--- src/rtl/cardclk_pkg.sv ---
package cardclk_pkg;
  localparam int unsigned DIV_W    = 8;
  localparam int unsigned REG_AW   = 2;
  localparam int unsigned REG_DW   = 32;

  localparam logic [REG_AW-1:0] A_CFG = 2'd0;
  localparam logic [REG_AW-1:0] A_CMD = 2'd1;
  localparam logic [REG_AW-1:0] A_IRQ = 2'd2;
  localparam logic [REG_AW-1:0] A_ACT = 2'd3;

  localparam int unsigned CFG_EN_BIT   = 16;
  localparam int unsigned CMD_GO_BIT   = 31;
  localparam int unsigned CMD_ONLY_BIT = 21;
  localparam int unsigned CMD_HOLD_BIT = 13;
  localparam int unsigned IRQ_W        = 2;

  typedef struct packed {
    logic             en;
    logic [DIV_W-1:0] div;
  } clk_set_t;
endpackage

--- src/rtl/cardclk_regs.sv ---
module cardclk_regs
  import cardclk_pkg::*;
(
  input  logic              clk,
  input  logic              rst_n,
  input  logic              wr,
  input  logic [REG_AW-1:0] addr,
  input  logic [REG_DW-1:0] wdata,
  input  logic              apply,
  input  clk_set_t          live,
  output clk_set_t          staged,
  output logic              pend,
  output logic              hold,
  output logic [IRQ_W-1:0]  irq,
  output logic [REG_DW-1:0] rdata
);
  clk_set_t         stg_q, stg_n;
  logic             pend_q, pend_n;
  logic             hold_q, hold_n;
  logic             only_q, only_n;
  logic [IRQ_W-1:0] irq_q, irq_n;
  logic             go_w;
  logic [IRQ_W-1:0] clr_w;

  always_comb begin
    go_w   = wr && (addr == A_CMD) && wdata[CMD_GO_BIT] && wdata[CMD_ONLY_BIT] && !pend_q;
    clr_w  = (wr && (addr == A_IRQ)) ? wdata[IRQ_W-1:0] : '0;
    stg_n  = stg_q;
    if (wr && (addr == A_CFG)) begin
      stg_n.div = wdata[DIV_W-1:0];
      stg_n.en  = wdata[CFG_EN_BIT];
    end
    pend_n = go_w ? 1'b1 : (apply ? 1'b0 : pend_q);
    hold_n = go_w ? wdata[CMD_HOLD_BIT] : hold_q;
    only_n = go_w ? 1'b1 : only_q;
    irq_n  = (irq_q & ~clr_w) | {IRQ_W{apply}};
  end

  always_ff @(posedge clk or negedge rst_n) begin
    if (!rst_n) begin
      stg_q  <= '0;
      pend_q <= 1'b0;
      hold_q <= 1'b0;
      only_q <= 1'b0;
      irq_q  <= '0;
    end else begin
      stg_q  <= stg_n;
      pend_q <= pend_n;
      hold_q <= hold_n;
      only_q <= only_n;
      irq_q  <= irq_n;
    end
  end

  always_comb begin
    rdata = '0;
    case (addr)
      A_CFG: begin
        rdata[DIV_W-1:0]  = stg_q.div;
        rdata[CFG_EN_BIT] = stg_q.en;
      end
      A_CMD: begin
        rdata[CMD_GO_BIT]   = pend_q;
        rdata[CMD_ONLY_BIT] = only_q;
        rdata[CMD_HOLD_BIT] = hold_q;
      end
      A_IRQ: rdata[IRQ_W-1:0] = irq_q;
      default: begin
        rdata[DIV_W-1:0]  = live.div;
        rdata[CFG_EN_BIT] = live.en;
      end
    endcase
  end

  assign staged = stg_q;
  assign pend   = pend_q;
  assign hold   = hold_q;
  assign irq    = irq_q;
endmodule

--- src/rtl/cardclk_update.sv ---
module cardclk_update
  import cardclk_pkg::*;
(
  input  logic     clk,
  input  logic     rst_n,
  input  logic     pend,
  input  logic     hold,
  input  logic     busy,
  input  logic     safe_pt,
  input  clk_set_t staged,
  output logic     apply,
  output clk_set_t live
);
  clk_set_t live_q, live_n;
  logic     gate_ok;

  always_comb begin
    gate_ok = !hold || !busy;
    apply   = pend && gate_ok && safe_pt;
    live_n  = apply ? staged : live_q;
  end

  always_ff @(posedge clk or negedge rst_n) begin
    if (!rst_n) live_q <= '0;
    else        live_q <= live_n;
  end

  assign live = live_q;
endmodule

--- src/rtl/cardclk_divgen.sv ---
module cardclk_divgen
  import cardclk_pkg::*;
#(
  parameter bit ZERO_BYPASS = 1'b1
) (
  input  logic     clk,
  input  logic     rst_n,
  input  clk_set_t live,
  input  logic     apply,
  output logic     safe_pt,
  output logic     div_q,
  output logic     card_clk
);
  logic [DIV_W-1:0] cnt_q, cnt_n;
  logic             tog_q, tog_n;
  logic             run_div, end_half, byp_req;

  always_comb begin
    run_div  = live.en && (live.div != '0);
    end_half = (cnt_q == live.div - 1'b1);
    byp_req  = live.en && (live.div == '0);
    safe_pt  = !run_div || (!tog_q && end_half);
    cnt_n    = cnt_q;
    tog_n    = tog_q;
    if (apply || !run_div) begin
      cnt_n = '0;
      tog_n = 1'b0;
    end else if (end_half) begin
      cnt_n = '0;
      tog_n = !tog_q;
    end else begin
      cnt_n = cnt_q + 1'b1;
    end
  end

  always_ff @(posedge clk or negedge rst_n) begin
    if (!rst_n) begin
      cnt_q <= '0;
      tog_q <= 1'b0;
    end else begin
      cnt_q <= cnt_n;
      tog_q <= tog_n;
    end
  end

  generate
    if (ZERO_BYPASS) begin : g_byp
      logic byp_g;
      always_ff @(negedge clk or negedge rst_n) begin
        if (!rst_n) byp_g <= 1'b0;
        else        byp_g <= byp_req;
      end
      assign card_clk = (clk & byp_g) | tog_q;
    end else begin : g_nobyp
      assign card_clk = tog_q;
    end
  endgenerate

  assign div_q = tog_q;
endmodule

--- src/rtl/cardclk_ctl.sv ---
module cardclk_ctl
  import cardclk_pkg::*;
(
  input  logic              clk,
  input  logic              rst_n,
  input  logic              reg_wr,
  input  logic [1:0]        reg_addr,
  input  logic [31:0]       reg_wdata,
  output logic [31:0]       reg_rdata,
  input  logic              xfer_busy,
  output logic              card_clk
);
  logic [1:0]       rst_sync;
  logic             rst_sn;
  clk_set_t         staged, live;
  logic             pend, hold, apply, safe_pt, div_q;
  logic [IRQ_W-1:0] irq;

  always_ff @(posedge clk or negedge rst_n) begin
    if (!rst_n) rst_sync <= 2'b00;
    else        rst_sync <= {rst_sync[0], 1'b1};
  end
  assign rst_sn = rst_sync[1];

  cardclk_regs u_regs (
    .clk(clk), .rst_n(rst_sn), .wr(reg_wr), .addr(reg_addr), .wdata(reg_wdata),
    .apply(apply), .live(live), .staged(staged), .pend(pend), .hold(hold),
    .irq(irq), .rdata(reg_rdata)
  );

  cardclk_update u_upd (
    .clk(clk), .rst_n(rst_sn), .pend(pend), .hold(hold), .busy(xfer_busy),
    .safe_pt(safe_pt), .staged(staged), .apply(apply), .live(live)
  );

  cardclk_divgen #(.ZERO_BYPASS(1'b1)) u_div (
    .clk(clk), .rst_n(rst_sn), .live(live), .apply(apply),
    .safe_pt(safe_pt), .div_q(div_q), .card_clk(card_clk)
  );
endmodule

--- config.mk ---
export PLATFORM = sky130hd
export DESIGN_NAME = cardclk_ctl
export DESIGN_NICKNAME = d
export VERILOG_FILES = /design/src/rtl/cardclk_pkg.sv /design/src/rtl/cardclk_regs.sv /design/src/rtl/cardclk_update.sv /design/src/rtl/cardclk_divgen.sv /design/src/rtl/cardclk_ctl.sv
export SDC_FILE = /design/constraint.sdc
export NUM_CORES = 1
export LEC_CHECK = 0
export ABC_AREA = 0
export BUFFER_PORTS_ARGS = -buffer_cell sky130_fd_sc_hd__buf_2
export CAP_MARGIN = 5
export CORE_UTILIZATION = 53
export CTS_BUF_LIST = sky130_fd_sc_hd__clkbuf_8 sky130_fd_sc_hd__clkbuf_16
export DETAILED_ROUTE_END_ITERATION = 16
export PLACE_DENSITY = 0.84
export SLEW_MARGIN = 10
export SYNTH_ARGS = -nofsm -noshare
export SYNTH_HDL_FRONTEND = slang
export SYNTH_SLANG_ARGS = --single-unit
export TNS_END_PERCENT = 30
--- constraint.sdc ---
create_clock -name clk -period 1.6 [get_ports clk]
set_input_delay 0.16 -clock clk [delete_from_list [all_inputs] [get_ports clk]]
set_output_delay 0.16 -clock clk [all_outputs]
set_load 0.02 [all_outputs]
**Word level (Yosys, flattened, before mapping)**

Index checks and enable logic that the tools add are counted.

- Flip-flop bits (word level): 35
- Bits of input ports: 38
- Output and inout bits: 33
- Logic and storage cells: 60

- Add/sub/neg operators: 2
- Equal/unequal tests: 3
- Mux-type cells: 13
- Bitwise gates (word level): 5
- Reductions and logical operators: 25

Operator list:

| kind | count |
|---|---|
| 8-bit two-way mux | 2 |
| 6-bit case mux with 2 select lines | 1 |
| 1-bit logical AND | 11 |
| 8-bit by 1-bit adder with 8-bit output, second input constant | 1 |
| 8-bit == test | 1 |
| 8-bit zero test | 1 |
| 8-bit nonzero test | 1 |
| 8-bit by 1-bit subtractor with 8-bit output, second input constant | 1 |
| 1-bit two-way mux | 7 |
| 2-bit case mux with 3 select lines | 1 |
| 1-bit zero test | 5 |
| 2-bit nonzero test | 2 |
| 1-bit logical OR | 3 |
| 2-bit bitwise AND | 1 |
| 2-bit by 1-bit == test with 1-bit output, second input constant | 1 |
| 2-bit == test, second input constant | 1 |
| 2-bit zero test | 1 |
| 2-bit two-way mux | 1 |
| 2-bit NOT | 1 |
| 2-bit OR | 1 |
| 1-bit case mux with 2 select lines | 1 |
| 2-bit OR reduction | 1 |
| 1-bit bitwise AND | 1 |
| 1-bit OR | 1 |

**Logic depth before layout (Yosys ltp)**

Gate-level depths: netlist of run 1.

- Depth after elaboration: 7
- Depth in mapped cells: 7
- Gate-level depth less buffers: 7

**By module**

A second synthesis of run 1 with hierarchy kept.

- Cell total of the unflattened synthesis: 174
- Area total of the unflattened synthesis: 2035.7 µm²

By module, submodules not included:

| module | instances | cells an instance | area each (µm²) | sequential area each (µm²) |
|---|---|---|---|---|
| cardclk_regs | 1 | 76 | 910.9 | 350.3 |
| cardclk_divgen | 1 | 75 | 724.4 | 250.2 |
| cardclk_update | 1 | 20 | 346.6 | 225.2 |
| cardclk_ctl | 1 | 3 | 53.8 | 50.0 |

==> summary.txt, run 1 <==
maxcap violations: 0
largest net degree at the start of global routing: 33
die area: 4020 µm²
total gr overflow: 0
sequential fraction of the synthesis area: 43.8%
routed vias/inst: 5.37
DR DRC count: 0
Syn-to-layout area delta: 33.8%
Power, Total: 5.25 mW
FFs w/ async S/R, synth: 100%
Fmax achieved: 433 MHz
Finished Cell Area: 2670 µm²
number of setup violations in the final report: 25
clock transition at the registers of the reported paths: 0.07 ns
starting density of the core: 57.6%
Hold Path Stages: 2
crit path kind: reg -> reg
layout cells sized above 1: 41.8%
vias in the first global route: 1732
Ys Warns: 0
Setup WS pre-CTS: -0.699 ns
Gate Count Post-Synth: 184
post-route setup slack: -0.711 ns
Final ANT Viol Nets: 0
worst hold start: reg_wdata[13]
CP Capture Type: flip-flop
outcome: finished with violations
Power Density: 1960 nW/µm²
drt pass-1 iters: 5
Iter 0 DRT Violations: 69
mapped cell area: 2000 µm²
Post-DP HPWL: 3140 µm
top cells by area, synth: dfrtp_1 43%, mux2_2 11%, buf_4 7.5%
CP Launch Point: u_upd.live[0]
FF+latch count, synth: 35
initial antenna violation count: 0
Post-Route WL: 4670 µm
Clock Latency Late Sink: 0.41 ns
Primary FF master, synth: dfrtp_1
Die Span X: 63.4 µm
skew final: 0.0178 ns
final worst-path cycle share: 144%
crit path time final: 2.31 ns
max-slew violation count: 0
commonest cells in the netlist: 34 x dfrtp_1, 20 x buf_4, 20 x mux2_2
mean area per synthesized cell: 10.9 µm²
critical path required time: 1.89 ns
CTS tree: built
Core Area: 3470 µm²
Post-synth EDFFs: 0
IO Pins: 71
n_diodes: 0
most common cell in the netlist: dfrtp_1
top cell type's share of synthesized area: 42.6%
Total Routing Usage GR: 26.9%
Placement Cell Area: 2370 µm²
crit path DAT: 2.61 ns
port buffer count: 30
Std-Cell Rows: 21
Leak: 1.33 nW
Final Hold Viols: 0
Worst Reg-to-Reg Cells: 7
fin nets: 304
crit-path max FO: 5
Synth area leader: dfrtp_1
violated checks: setup timing
startpoint types: flip-flop
final RePlAce weighted congestion: 0.899
wire per inst: 15.1 µm
Hold WC Path Type: in -> reg
Die Span Y: 63.4 µm
RSZ-0062 raised after global routing: yes
post-synth cell types: 39
worst r2r src: u_upd.live[0]
wire length of the first global-routing pass: 7740 µm
vias: 1660
Worst VDD drop: 1.12 mV
-- power breakdown --
group	internal, mW	switching (mW)	leakage (nW)
registers	1.15	0.248	0.439
clock network	0.658	0.397	0.0882
logic	1.45	1.34	0.803
total	3.26	1.99	1.33
-- kinds of logic (layout without fill, tap and decap cells) --
family | after synthesis | count (layout) | share of synthesized area [%]
flip-flops | 35 | 35 | 43.8
XOR/XNOR | 16 | 16 | 7.39
other | 2 | 21 | 0.376
buffers and inverters | 29 | 88 | 9.64
multiplexers | 21 | 21 | 11.8
AND/OR/NAND/NOR | 53 | 53 | 13.7
AO/OA/AOI/OAI | 25 | 26 | 11.5
adder cells (fa/ha/maj) | 3 | 3 | 1.88
-- flip-flops by register name, summed over array words and instances (netlist names) --
signal and cells:
u_regs.staged 9, u_upd.live 9, rst_sync 2, u_regs.hold 1, u_regs.irq 2, u_div.cnt_q 8
u_regs.only_q 1, u_div.div_q 1, u_regs.pend 1, u_div.g_byp.byp_g 1
-- final cells by class --
type | count | area [µm²]
tap | 46 | 57.6
timing repair buffer | 72 | 490
sequential | 35 | 877
inverter | 5 | 18.8
multi-input combinational | 140 | 1070
fill | 225 | 796
clock inverter | 2 | 37.5
clock buffer | 9 | 121
-- through the flow --
| step | util [%] | cells | TNS [ns] | hold WS [ns] |
|---|---|---|---|---|
| after floorplan | - | 203 | -12.05 | -0.136 |
| after global placement | 68.2 | 287 | -12.44 | -0.0537 |
| after detailed placement | 68.2 | 287 | -13.64 | -0.0523 |
| after CTS | 76.8 | 309 | -13.85 | 0.000726 |
| after global routing | 77.1 | 309 | -16.21 | 0.0107 |
| final | 77.1 | 309 | -14.43 | 0.00881 |
-- worst max-delay path, stage by stage, from the launching register on --
cell	delay [ns]
dfrtp_1	0.36
inv_2	0.06
ha_4	0.18
o21ba_4	0.19
a221o_1	0.38
a2111oi_4	0.44
a41oi_2	0.27
mux2_2	0.33
-- layer usage --
metal	global-route usage [%]	routed length, µm	up-vias
met4	16.8	108	0
met3	9.60	248	10
li1	-	-	762
met5	0	0	-
met2	45.2	2450	57
met1	28.5	1860	831
-- path summary, 6_finish.rpt --
check                               endpoint  slack (ns)
max                            u_upd.live[7]       -0.71
min                              u_regs.hold       0.009
max reg2reg                    u_upd.live[7]       -0.71
min reg2reg                      rst_sync[1]        0.36
max in group asynchronous  u_div.g_byp.byp_g        0.68
min in group asynchronous        rst_sync[0]        0.07
-- what timing repair did --
| action | CTS | global route |
|---|---|---|
| endpoints found under the setup margin | 25 | 26 |
| endpoints found under the hold margin | 10 | 0 |
| hold buffers | 9 | 0 |
| gates resized for setup | 7 | 3 |
| pin swaps | 9 | 2 |
| buffers inserted | 2 | 0 |
| gates cloned | 1 | 0 |
-- layout by cell type, fill, tap and decap left out, drive strengths merged, types with 2 or more instances in the layout --
cell type and n:
o21ai 3, a21oi 4, and3 3, xor2 6
nand2 8, nand3b 3, dfrtp 34, ha 3
dlygate4sd3 9, nor2b 2, nor3 2, nand3 10
conb 21, and2 5, mux2 20, a41oi 2
clkbuf 8, a22o 9, inv 5, buf 64
a21o 2, xnor2 10, nor2 14
Note: power is estimated with default switching activity, not from simulation.
==> run 2, diff against run 1 <==
MAX_ROUTING_LAYER = met4   (was default)
==> run 2 against run 1 <==
  * Setup slack better by 0.0037 ns
  * Sequential power is essentially flat
  * First-iteration DRC count is 2.9% lower
  * The flow still finishes with violations (setup timing)
  * Die area is the same
==> summary.txt, run 2 (same netlist as run 1, synthesis figures left out) <==
reg2reg end: u_upd.live[7]
Hold WC Path Type: in -> reg
Clock Latency Late Sink: 0.41 ns
Post-DP HPWL: 3140 µm
vias in the first global route: 1743
vias: 1651
sw power: 1.99 mW
Worst Reg-to-Reg Cells: 7
post-route setup slack: -0.708 ns
clock share of power: 20.1%
worst hold start: reg_wdata[13]
Core Area: 3470 µm²
Hold Path Stages: 2
crit path kind: reg -> reg
Iter 0 DRT Violations: 67
Hold Path End: u_regs.hold
layout cells sized above 1: 41.8%
DR DRC count: 0
RSZ-0062 raised after global routing: yes
Die Span X: 63.4 µm
Power Density: 1960 nW/µm²
Final Hold Viols: 0
Std-Cell Rows: 21
CTS tree: built
Setup WS pre-CTS: -0.699 ns
routed vias/inst: 5.34
clock transition at the registers of the reported paths: 0.07 ns
Comb power frac: 53.3%
most frequent cells in the layout: 34 x buf_4, 33 x dfrtp_1, 29 x buf_2
reg2reg setup slack: -0.71 ns
violated checks: setup timing
crit-path max FO: 5
Net Sw Frac: 37.9%
fin nets: 304
final RePlAce weighted congestion: 0.914
crit path time final: 2.31 ns
Total Routing Usage GR: 27.7%
starting density of the core: 57.6%
CP Capture Type: flip-flop
internal cell power: 3.26 mW
Post-Route WL: 4660 µm
sequential share of power: 26.6%
max-slew violation count: 0
wire per inst: 15.1 µm
largest net degree at the start of global routing: 33
maxcap violations: 0
TNS Setup: -14.34 ns
outcome: finished with violations
worst r2r src: u_upd.live[0]
Worst VDD drop: 1.11 mV
port buffer count: 30
most common cell after layout, fill and taps aside: buf_4
n_diodes: 0
Final ANT Viol Nets: 0
critical path required time: 1.89 ns
Die Span Y: 63.4 µm
wire length of the first global-routing pass: 7750 µm
initial antenna violation count: 0
skew final: 0.0180 ns
total gr overflow: 0
final worst-path cycle share: 144%
startpoint types: flip-flop
number of setup violations in the final report: 25
IO Pins: 71
Leak: 1.33 nW
drt pass-1 iters: 5
die area: 4020 µm²
hold_ws: 0.0101 ns
Syn-to-layout area delta: 33.8%
crit path DAT: 2.60 ns
Fmax achieved: 433 MHz
## run 2: cell counts in the layout (fill, tap and decap cells not counted)
Identical to the previous run, type by type.
## run 2: final cells by class
class / count / area, µm²
multi-input combinational: 140 / 1070
tap: 46 / 57.6
fill: 225 / 796
inverter: 5 / 18.8
clock inverter: 2 / 37.5
sequential: 35 / 877
clock buffer: 9 / 121
timing repair buffer: 72 / 490
## run 2: power groups by stage
stage	registers [mW]	logic [mW]	clock network, mW
floorplan	1.37	1.60	0.0397
global placement	1.38	2.44	0.0537
detailed placement	1.39	2.55	0.0537
CTS	1.38	2.75	1.08
global route	1.43	3.00	1.12
finish	1.40	2.80	1.05
## run 2: through the flow
stage	cells	area (µm²)	power, mW	utilization [%]
2_1_floorplan	203	2090	3.01	-
3_3_place_gp	287	2370	3.87	68.2
3_5_place_dp	287	2370	3.99	68.2
4_1_cts	309	2660	5.21	76.8
5_1_grt	309	2670	5.56	77.1
6_report	309	2670	5.25	77.1
## run 2: worst max-delay path, cell delays in order, from the launching register on
cell       delay, ns
dfrtp_1         0.36
inv_2           0.06
ha_4            0.18
o21ba_4         0.19
a221o_1         0.38
a2111oi_4       0.44
a41oi_2         0.27
mux2_2          0.33
## run 2: repair_timing
item                                   in CTS  in global routing
setup endpoints to repair                  25                 26
pin swaps                                   9                  2
hold buffers                                9                  0
gates cloned                                1                  0
buffers inserted                            2                  0
resized for setup                           7                  3
endpoints found under the hold margin      10                  0
## run 2: worst max path at each step
stage | from | cells past startpoint | endpoint | slack [ns]
global placement | u_upd.live[1] | 7 | u_upd.live[0] | -0.65
detailed placement | u_upd.live[1] | 7 | u_upd.live[0] | -0.70
floorplan | u_upd.live[0] | 7 | u_upd.live[0] | -0.72
global route | u_upd.live[1] | 7 | u_upd.live[0] | -0.77
CTS | u_upd.live[0] | 7 | u_upd.live[0] | -0.68
finish | u_upd.live[0] | 7 | u_upd.live[7] | -0.71
## run 2: routing by layer
metal	wire length (µm)	track usage, %	part of all wire (%)
met5	0	-	0
met4	107	16.8	2.3
met3	274	9.60	5.9
met1	1810	28.5	39
met2	2470	45.3	53
==> run 3, diff against run 2 <==
==> constraint.sdc (replaced) <==
create_clock -name clk -period 1.6 [get_ports clk]
set_input_delay 0 -clock clk [delete_from_list [all_inputs] [get_ports clk]]
set_output_delay 0 -clock clk [all_outputs]
set_load 0.02 [all_outputs]
==> run 3 against run 2 <==
  * The flow still finishes with violations (setup timing)
  * Wire length increased by 7.2%
  * Non-clock buffer count increased by 7
  * Count of clock-buffer cells in the layout unchanged
  * First-iteration DRC count increased by 63%
  * Sequential share of layout area decreased by 0.46 points
  * Fmax decreased by 0.59%
  * Die area unchanged
  * Final cell count increased by 2.6%
  * Core utilization increased by 0.97 points
  * Setup slack got worse by 0.014 ns
  * Critical path depth unchanged
  * Worst hold slack improved by 0.022 ns
  * Largest power group unchanged
==> summary.txt, run 3 (same netlist as run 1, synthesis figures left out) <==
Leak: 1.36 nW
post-route setup slack: -0.722 ns
Iter 0 DRT Violations: 109
Final ANT Viol Nets: 0
Crit path max-delay family: compound AO/OA/AOI/OAI gates
routed vias/inst: 5.32
Fmax achieved: 431 MHz
Setup WS pre-CTS: -0.750 ns
Cells after DPL: 288
critical path's slowest cell: a2111oi_4
CP max stage delay: 0.45 ns
startpoint types: flip-flop
DR DRC count: 0
wire per inst: 15.8 µm
layout cells sized above 1: 41.0%
Die Span X: 63.4 µm
Power Density: 1920 nW/µm²
number of setup violations in the final report: 25
starting density of the core: 57.6%
CTS tree: built
Std-Cell Rows: 21
CP cell instances: inv_2 > ha_4 > o21ba_4 > a221o_1 > a2111oi_4 > a41oi_2 > mux2_2
Total Routing Usage GR: 29.1%
crit-path max FO: 4
Hold WC Path Type: in -> reg
max-slew violation count: 0
most frequent cells in the layout: 37 x buf_4, 34 x dfrtp_1, 29 x buf_2
crit path time final: 2.32 ns
skew final: 0.0191 ns
port buffer count: 30
initial antenna violation count: 0
final worst-path cycle share: 145%
largest net degree at the start of global routing: 33
vias: 1687
RSZ-0062 raised after global routing: yes
die area: 4020 µm²
vias in the first global route: 1838
Core Area: 3470 µm²
wire length of the first global-routing pass: 8320 µm
total gr overflow: 0
critical path required time: 1.88 ns
Final Hold Viols: 0
final instance count without filler cells: 317
violated checks: setup timing
CP bufs+invs: 1
CP Capture Type: flip-flop
Clock Latency Late Sink: 0.41 ns
Die Span Y: 63.4 µm
Syn-to-layout area delta: 35.4%
crit path kind: reg -> reg
final RePlAce weighted congestion: 0.906
drt pass-1 iters: 4
clock transition at the registers of the reported paths: 0.07 ns
Post-Route WL: 5000 µm
fin nets: 311
crit path DAT: 2.60 ns
IO Pins: 71
maxcap violations: 0
Post-DP HPWL: 3220 µm
outcome: finished with violations
n_diodes: 0
most common cell after layout, fill and taps aside: buf_4
Worst VDD drop: 1.29 mV
## run 3: area by class of cell
class                           instances  area, µm²
Multi-Input combinational cell        140       1060
Sequential cell                        35        876
Fill cell                             213        762
Timing Repair Buffer                   79        553
Clock buffer                            9        121
Tap cell                               46       57.6
Inverter                                5       18.8
Clock inverter                          3       16.3
## run 3: metal layers
layer | part of all wire (%) | track usage [%]
met3 | 4.5 | 11.4
met1 | 41 | 31.3
met2 | 53 | 46.4
met4 | 2.2 | 14.5
met5 | 0 | -
## run 3: through the flow
step	utilization [%]	area, µm²	hold slack, ns	power, mW	setup TNS, ns
global placement	68.4	2370	-0.214	3.88	-12.40
CTS	77.5	2690	0.0191	5.03	-14.06
finish	78.0	2710	0.0323	5.19	-14.78
detailed placement	68.4	2370	-0.212	4.00	-14.57
global route	78.0	2710	0.0337	5.50	-15.63
floorplan	-	2090	-0.296	3.01	-12.05
## run 3: repair_timing
item	CTS	global route
gates cloned	1	0
setup endpoints to repair	24	25
buffers inserted	2	2
hold buffers	13	0
endpoints found under the hold margin	15	0
gates resized for setup	7	1
pin swaps	9	2
## run 3: path summary, 6_finish.rpt
path / end / depth (start not counted) / slack [ns] / start
max in group asynchronous: u_div.g_byp.byp_g / 0 / 0.66 / rst_sync[1]
hold reg to reg: rst_sync[1] / 0 / 0.36 / rst_sync[0]
setup reg to reg: u_upd.live[1] / 7 / -0.72 / u_upd.live[1]
hold / removal: u_regs.irq[0] / 4 / 0.03 / reg_wr
setup / recovery: u_upd.live[1] / 7 / -0.72 / u_upd.live[1]
min in group asynchronous: u_div.cnt_q[7] / 1 / 0.41 / rst_sync[1]
## run 3: worst min-delay path: stages
cell and delay, ns:
buf_2 0.12, nand3b_1 0.11, o21ai_0 0.10, nand2_2 0.07
## run 3: report_power, final
part / switching (mW) / internal [mW] / total (mW)
Sequential: 0.245 / 1.15 / 1.39
Clock: 0.382 / 0.500 / 0.882
Combinational: 1.43 / 1.48 / 2.92
